`src/rtl/mac_hilo_pkg.sv`:
```
package mac_hilo_pkg;

  localparam int OP_W      = 5;
  localparam int OP_VALID  = 0;  // must be 1
  localparam int OP_NEG    = 1;  // subtract the product
  localparam int OP_ACC    = 2;  // base is held accumulator
  localparam int OP_HI     = 3;  // return upper half
  localparam int OP_RSVD   = 4;  // must be 0

  typedef struct packed {
    logic legal;
    logic accum;
    logic negate;
    logic take_hi;
  } mac_ctl_t;

endpackage

```
`src/rtl/mac_decode.sv`:
```
module mac_decode
  import mac_hilo_pkg::*;
(
  input  logic [OP_W-1:0] op_i,
  output mac_ctl_t        ctl_o
);

  always_comb begin
    ctl_o.legal   = op_i[OP_VALID] & ~op_i[OP_RSVD];
    ctl_o.accum   = op_i[OP_ACC];
    ctl_o.negate  = op_i[OP_NEG];
    ctl_o.take_hi = op_i[OP_HI];
  end

endmodule

```
`src/rtl/mac_mult.sv`:
```
module mac_mult #(
  parameter int XLEN = 64
) (
  input  logic            uns_i,
  input  logic [XLEN-1:0] a_i,
  input  logic [XLEN-1:0] b_i,
  output logic [XLEN-1:0] prod_o
);

  localparam int HALF = XLEN / 2;

  logic [XLEN-1:0] src  [2];
  logic [XLEN-1:0] ext  [2];

  assign src[0] = a_i;
  assign src[1] = b_i;

  for (genvar g = 0; g < 2; g++) begin : g_ext
    logic fill;
    assign fill   = src[g][HALF-1] & ~uns_i;
    assign ext[g] = {{HALF{fill}}, src[g][HALF-1:0]};
  end

  // low XLEN bits of the extended product equal the product modulo 2^XLEN
  assign prod_o = ext[0] * ext[1];

endmodule

```
`src/rtl/mac_accum.sv`:
```
module mac_accum
  import mac_hilo_pkg::*;
#(
  parameter int XLEN = 64
) (
  input  mac_ctl_t        ctl_i,
  input  logic [XLEN-1:0] acc_i,
  input  logic [XLEN-1:0] prod_i,
  output logic [XLEN-1:0] acc_o
);

  logic [XLEN-1:0] base;

  always_comb begin
    base  = ctl_i.accum ? acc_i : '0;
    acc_o = ctl_i.negate ? (base - prod_i) : (base + prod_i);
  end

endmodule

```
`src/rtl/mac_hilo_unit.sv`:
```
module mac_hilo_unit
  import mac_hilo_pkg::*;
#(
  parameter int XLEN = 64
) (
  input  logic            clk,
  input  logic            rst,
  input  logic            issue_i,
  input  logic [4:0]      op_i,
  input  logic            uns_i,
  input  logic [XLEN-1:0] a_i,
  input  logic [XLEN-1:0] b_i,
  output logic [XLEN-1:0] rd_val_o,
  output logic            rd_we_o,
  output logic [XLEN-1:0] hi_o,
  output logic [XLEN-1:0] lo_o,
  output logic            illegal_o,
  output logic            done_o
);

  localparam int HALF = XLEN / 2;

  mac_ctl_t        ctl;
  logic [XLEN-1:0] acc_cur;
  logic [XLEN-1:0] acc_nxt;
  logic [XLEN-1:0] prod;
  logic [XLEN-1:0] hi_nxt;
  logic [XLEN-1:0] lo_nxt;

  logic [XLEN-1:0] hi_q, lo_q, rd_val_q;
  logic            rd_we_q, illegal_q, done_q;

  assign acc_cur = {hi_q[HALF-1:0], lo_q[HALF-1:0]};

  mac_decode u_dec (
    .op_i  (op_i),
    .ctl_o (ctl)
  );

  mac_mult #(.XLEN(XLEN)) u_mul (
    .uns_i  (uns_i),
    .a_i    (a_i),
    .b_i    (b_i),
    .prod_o (prod)
  );

  mac_accum #(.XLEN(XLEN)) u_acc (
    .ctl_i  (ctl),
    .acc_i  (acc_cur),
    .prod_i (prod),
    .acc_o  (acc_nxt)
  );

  assign hi_nxt = {{HALF{acc_nxt[XLEN-1]}}, acc_nxt[XLEN-1:HALF]};
  assign lo_nxt = {{HALF{acc_nxt[HALF-1]}}, acc_nxt[HALF-1:0]};

  always_ff @(posedge clk) begin
    if (rst) begin
      hi_q      <= '0;
      lo_q      <= '0;
      rd_val_q  <= '0;
      rd_we_q   <= 1'b0;
      illegal_q <= 1'b0;
      done_q    <= 1'b0;
    end else begin
      rd_we_q   <= 1'b0;
      illegal_q <= 1'b0;
      done_q    <= issue_i;
      if (issue_i) begin
        if (ctl.legal) begin
          hi_q     <= hi_nxt;
          lo_q     <= lo_nxt;
          rd_val_q <= ctl.take_hi ? hi_nxt : lo_nxt;
          rd_we_q  <= 1'b1;
        end else begin
          illegal_q <= 1'b1;
        end
      end
    end
  end

  assign rd_val_o  = rd_val_q;
  assign rd_we_o   = rd_we_q;
  assign hi_o      = hi_q;
  assign lo_o      = lo_q;
  assign illegal_o = illegal_q;
  assign done_o    = done_q;

endmodule

```
`config.mk`:
```
export PLATFORM = sky130hd
export DESIGN_NAME = mac_hilo_unit
export DESIGN_NICKNAME = d
export VERILOG_FILES = /design/src/rtl/mac_hilo_pkg.sv /design/src/rtl/mac_decode.sv /design/src/rtl/mac_mult.sv /design/src/rtl/mac_accum.sv /design/src/rtl/mac_hilo_unit.sv
export SDC_FILE = /design/constraint.sdc
export NUM_CORES = 2
export LEC_CHECK = 0
export CORE_MARGIN = 3
export CORE_UTILIZATION = 30
export CTS_BUF_LIST = sky130_fd_sc_hd__clkbuf_2
export CTS_CLUSTER_DIAMETER = 120
export DETAILED_ROUTE_END_ITERATION = 12
export PLACE_DENSITY = 0.44
export REMOVE_ABC_BUFFERS = 1
export SYNTH_ARGS = -nofsm -noshare
export SYNTH_HDL_FRONTEND = slang
export SYNTH_SLANG_ARGS = --single-unit
```
`constraint.sdc`:
```
create_clock -name clk -period 20.7 [get_ports clk]
set_input_delay 3.105 -clock clk [delete_from_list [all_inputs] [get_ports clk]]
set_output_delay 3.105 -clock clk [all_outputs]
set_load 0.1 [all_outputs]
```
* After elaboration in Yosys (flattened, before gate mapping)
Index checks and enable logic that the tools add are counted.
** Word-level totals
- Register bits :: 131
- Input port bits :: 137
- Output and inout bits :: 195
- Logic and storage cells :: 22
** Cells by class
- Add/sub/neg operators :: 2
- $mul :: 1
- Multiplexer cells :: 5
- Bitwise operators :: 6
- Reduce and logical (&&, ||, !) cells :: 2
** Operator list (number)
- 2-to-1 mux 64 bit :: 3
- adder 64 bit :: 1
- multiplier 33 x 33 -> 64 bit :: 1
- subtractor 64 bit :: 1
- bitwise AND 1 bit :: 3
- NOT 1 bit :: 3
- 2-to-1 mux 1 bit :: 2
- AND reduction 2 bit :: 1
- OR reduction 2 bit :: 1

* Depth between registers and ports, before layout
- Depth in word-level cells :: 6
- Gate-level depth with buffers :: 44
- Gate-level depth less buffers :: 42

* Hierarchy
Synthesis repeated with hierarchy kept, for this count alone.
** Unflattened totals
- Cells, all modules :: 5563
- Area, all modules :: 48776.8 sq um
** By module, submodules not included
- mac_mult :: times used 1, cells an instance 4167, area each 37901.4 sq um, sequential area each 0.0 sq um
- mac_accum :: times used 1, cells an instance 850, area each 5642.9 sq um, sequential area each 0.0 sq um
- mac_hilo_unit :: times used 1, cells an instance 542, area each 5196.2 sq um, sequential area each 1981.9 sq um
- mac_decode :: times used 1, cells an instance 4, area each 36.3 sq um, sequential area each 0.0 sq um

* Worst setup path after synthesis
OpenSTA, ideal clock, no wires.
- Path kind :: input port to flip-flop
- Start :: in b_i[7]
- End :: reg rd_val_q[29], in the netlist rd_val_o[29]
- Library setup time :: 75 ps
- Arrival :: 13114 ps
- Data required time :: 20625 ps
- Setup slack :: 7511 ps
- Cell stages on the path :: 41
- Path buffers :: 4
- Path through :: clkbuf_1 clkbuf_1 nand2_1 fa_1 inv_1 fa_1 fa_1 inv_1 fa_1 inv_1 fa_1 fa_1 fa_1 inv_1 fa_1 inv_1 ha_1 buf_6 [... 5 more ...] xor2_2 nor3_4 nand4_2 nor4_1 a21oi_1 xor2_1 ha_1 clkbuf_1 a21o_1 a21oi_1 nand3_1 a311oi_1 o31ai_1 a31oi_1 o21bai_1 a21oi_1 or4_1 a31oi_1
** Between the ends
- Cells in the longest elaborated chain, start to end :: 4
- Elaborated cells between the ends (all ways) :: 5
- Classes of those cells :: add/sub (2); mul (1); mux (2)
** RTL lines
- start: declaration :: line mac_hilo_unit.sv:12 : input logic [XLEN-1:0] b_i,
- multiplier 33 x 33 -> 64 bit * :: line mac_mult.sv:25 : assign prod_o = ext[0] * ext[1];
- adder 64 bit or subtractor 64 bit (tied branches) :: line mac_accum.sv:16 : acc_o = ctl_i.negate ? (base - prod_i) : (base + prod_i);
- 2-to-1 mux 64 bit * :: line mac_accum.sv:16
- 2-to-1 mux 64 bit * :: line mac_hilo_unit.sv:73 : rd_val_q <= ctl.take_hi ? hi_nxt : lo_nxt;
- end signal: assignment :: line mac_hilo_unit.sv:73
- end: declaration :: line mac_hilo_unit.sv:30 : logic [XLEN-1:0] hi_q, lo_q, rd_val_q;
Every way passes the cells marked *; elsewhere a longest branch is shown, timed or not.
A chain may end at the register's enable or synchronous reset.

* Worst setup path after layout
- Start :: in a_i[31]
- End :: reg rd_val_q[29], in the netlist rd_val_o[29]
** Between the ends
- Cells in the longest elaborated chain, start to end :: 5
- Elaborated cells between the ends (all ways) :: 6
- Classes of those cells :: add/sub (2); mul (1); mux (2); bitwise (1)
** RTL lines
- start: declaration :: line mac_hilo_unit.sv:11 : input logic [XLEN-1:0] a_i,
- bitwise AND 1 bit :: line mac_mult.sv:20 : assign fill = src[g][HALF-1] & ~uns_i;
- multiplier 33 x 33 -> 64 bit * :: line mac_mult.sv:25
- adder 64 bit or subtractor 64 bit (tied branches) :: line mac_accum.sv:16
- 2-to-1 mux 64 bit * :: line mac_accum.sv:16
- 2-to-1 mux 64 bit * :: line mac_hilo_unit.sv:73
Marked as above.

==> impl_metrics.json <==
{
  "die_w_um": 410,
  "finalClockSkew_ns": 0.0460,
  "final_common_cell": "inv_1",
  "finalHoldViolCount": 0,
  "overflow": 0,
  "syn_inst": 5690,
  "design_area_um2": 53000,
  "nFillCells": 17200,
  "critPathMaxFanout": 30,
  "crit_type": "primary input to register",
  "critPathMostFrequentCell": "fa_1",
  "crit_slowest_cell": "nor4_1",
  "clk_pin_slew_ns": 0.35,
  "cpPeakStageDelay_ns": 1.15,
  "slew_violations": 0,
  "fmax_ghz": 0.0656,
  "final_net_count": 7180,
  "yosysTopAreaCell": "fa_1",
  "area_growth_pct": 8.44,
  "critPathRequiredTime_ns": 21.38,
  "drt.antenna.violating_nets": 0,
  "placed_area_um2": 52900,
  "grt_pass1_wl_um": 240000,
  "synth_edf_count": 0,
  "grt_pass1_vias": 40500,
  "synth_flop_cell": "dfxtp_1",
  "dieArea_um2": 168000,
  "route.detailed.drc": 0,
  "cts_root_buffer": "clkbuf_2",
  "cts_max_path_buffers": 2,
  "numClockSinks": 99,
  "vias": 37300,
  "insertion_delay_ns": 0.76,
  "async_flop_share_pct": 0,
  "cp.arrival_ns": 15.92,
  "grtUsageTotal_pct": 18.1,
  "yosys_warnings": 0,
  "avgRoutedWirePerCell_um": 19.1,
  "ys_top_cells_by_area": "fa_1 (46%), inv_1 (8.7%), ha_1 (7.1%)",
  "io_buffers": 267,
  "htreeDepth": 3,
  "initial_core_util_pct": 30.3,
  "place.detailed.hpwl_um": 124000,
  "setup_violations": 0,
  "gp_congestion": 0.863,
  "cts_tree": "built",
  "holdCritPathClass": "register to register",
  "viasPerCell": 4.78,
  "drtIter0Drc": 1764,
  "cp-start-kind": "primary input",
  "worst_slack_ns": 5.46,
  "status": "complete, no violations",
  "cts_hold_buf": 0,
  "first_pass_iters": 5,
  "synth_seq_cells": 99,
  "routed_wl_um": 149000,
  "die_h_um": 410,
  "syn_area_um2": 48900,
  "final_cell_mix": "inv_1 (1130), fa_1 (1126), nand2_1 (880)",
  "rsz0062_at_grt": "false",
  "ioPinCount": 332,
  "slew_headroom_pct": 10.5,
  "min_period_ns": 15.24,
  "dp_slack_ns": 4.82,
  "cp-end-kind": "register",
  "core-area_um2": 161000,
  "yosysSeqAreaShare_pct": 4.05,
  "cap_viol_max_count": 0,
  "grt_max_degree": 70,
  "ys_types": 104,
  "cts_buffers": 9,
  "antenna_found_initial": 3,
  "setup-tns-final_ns": 0,
  "fin_crit_sh_pct": 73.6,
  "worst_slew_pin_slew_ns": 1.33,
  "post_cts_buffers": 0,
  "yosys.area.top_type_share_pct": 46.1,
  "rows": 147,
  "cts_resized": 0,
  "drive_gt1_share_pct": 2.82,
  "avgSynthCellArea_um2": 8.59
}
-- cells in the mapped netlist, types with 11 or more instances --
cell      number
inv_1       1130
fa_1        1126
nand2_1      881
and2_1       455
ha_1         276
clkbuf_1     268
a21oi_1      236
nor2_1       177
xnor2_1      109
o21ai_0      103
dfxtp_1       99
buf_4         98
a21o_1        88
xor2_1        69
nand3_1       47
nor3_1        42
a211oi_1      39
nand4_1       31
a31oi_1       29
and3_1        28
o21a_1        25
or2_2         23
nor2b_1       22
o21bai_1      19
buf_2         16
o211ai_1      16
or3_1         16
buf_1         14
nand2b_1      13
nor4_1        13
mux2i_1       12
o31ai_1       11
-- routing by layer --
layer | share of wire (%) | vias to the layer above | GRT usage [%] | routed length [µm]
li1 | - | 17000 | - | -
met1 | 46 | 19600 | 24.9 | 69000
met2 | 50 | 628 | 32.1 | 74200
met3 | 3.0 | 69 | 1.32 | 4410
met4 | 0.87 | 0 | 1.60 | 1290
met5 | 0 | - | 0 | 0
-- sequential cells by signal (all words and copies together), names as in the netlist --
signal / flops
done_o: 1
hi_o: 32
illegal_o: 1
lo_o: 32
rd_val_o: 32
rd_we_o: 1
-- stage by stage --
stage               utilization, %  cells  hold slack, ns
floorplan                        -   5292           0.899
global placement              32.8   7790           0.459
detailed placement            32.8   7790           0.463
CTS                           32.9   7806           0.488
global route                  32.9   7807           0.512
finish                        32.9   7807           0.488
-- layout make-up --
cell class	count	area (µm²)	share of cell area [%]
diodes	1	2.50	0.00472
clock buffers	9	45.0	0.0850
clock inverters	7	92.6	0.175
inverters	1131	4250	8.01
multi-input cells	4062	40800	76.9
flip-flops and latches	99	1980	3.74
well taps	2160	2700	5.10
repair buffers	338	3170	5.98
-- worst max-delay path: cells and delay by family --
kind                     cells  cell delay [ns]
AO/OA/AOI/OAI               11             2.90
XOR/XNOR                     2             0.36
adder cells (fa/ha/maj)     10             4.92
buffers and inverters        7             1.35
AND/OR/NAND/NOR             11             3.24
-- worst paths after layout --
check	start	end	slack [ns]	depth (start not counted)
hold reg to reg	lo_o[14]	lo_o[14]	0.49	2
hold / removal	lo_o[14]	lo_o[14]	0.49	2
setup reg to reg	lo_o[0]	rd_val_o[26]	15.95	16
setup / recovery	a_i[31]	rd_val_o[29]	5.46	41
-- kinds of logic after synthesis --
group	count (synthesis)	share of synthesized area (%)
compound gates	682	9.21
xor+xnor	179	3.22
fa+ha+maj	1402	53.2
buf+inv	1529	12.6
flops	99	4.05
mux	16	0.338
simple gates	1783	17.4
Power is left out: the tool's default activity adds up to more than one toggle a clock period on the data nets, which glitch-free logic cannot reach.
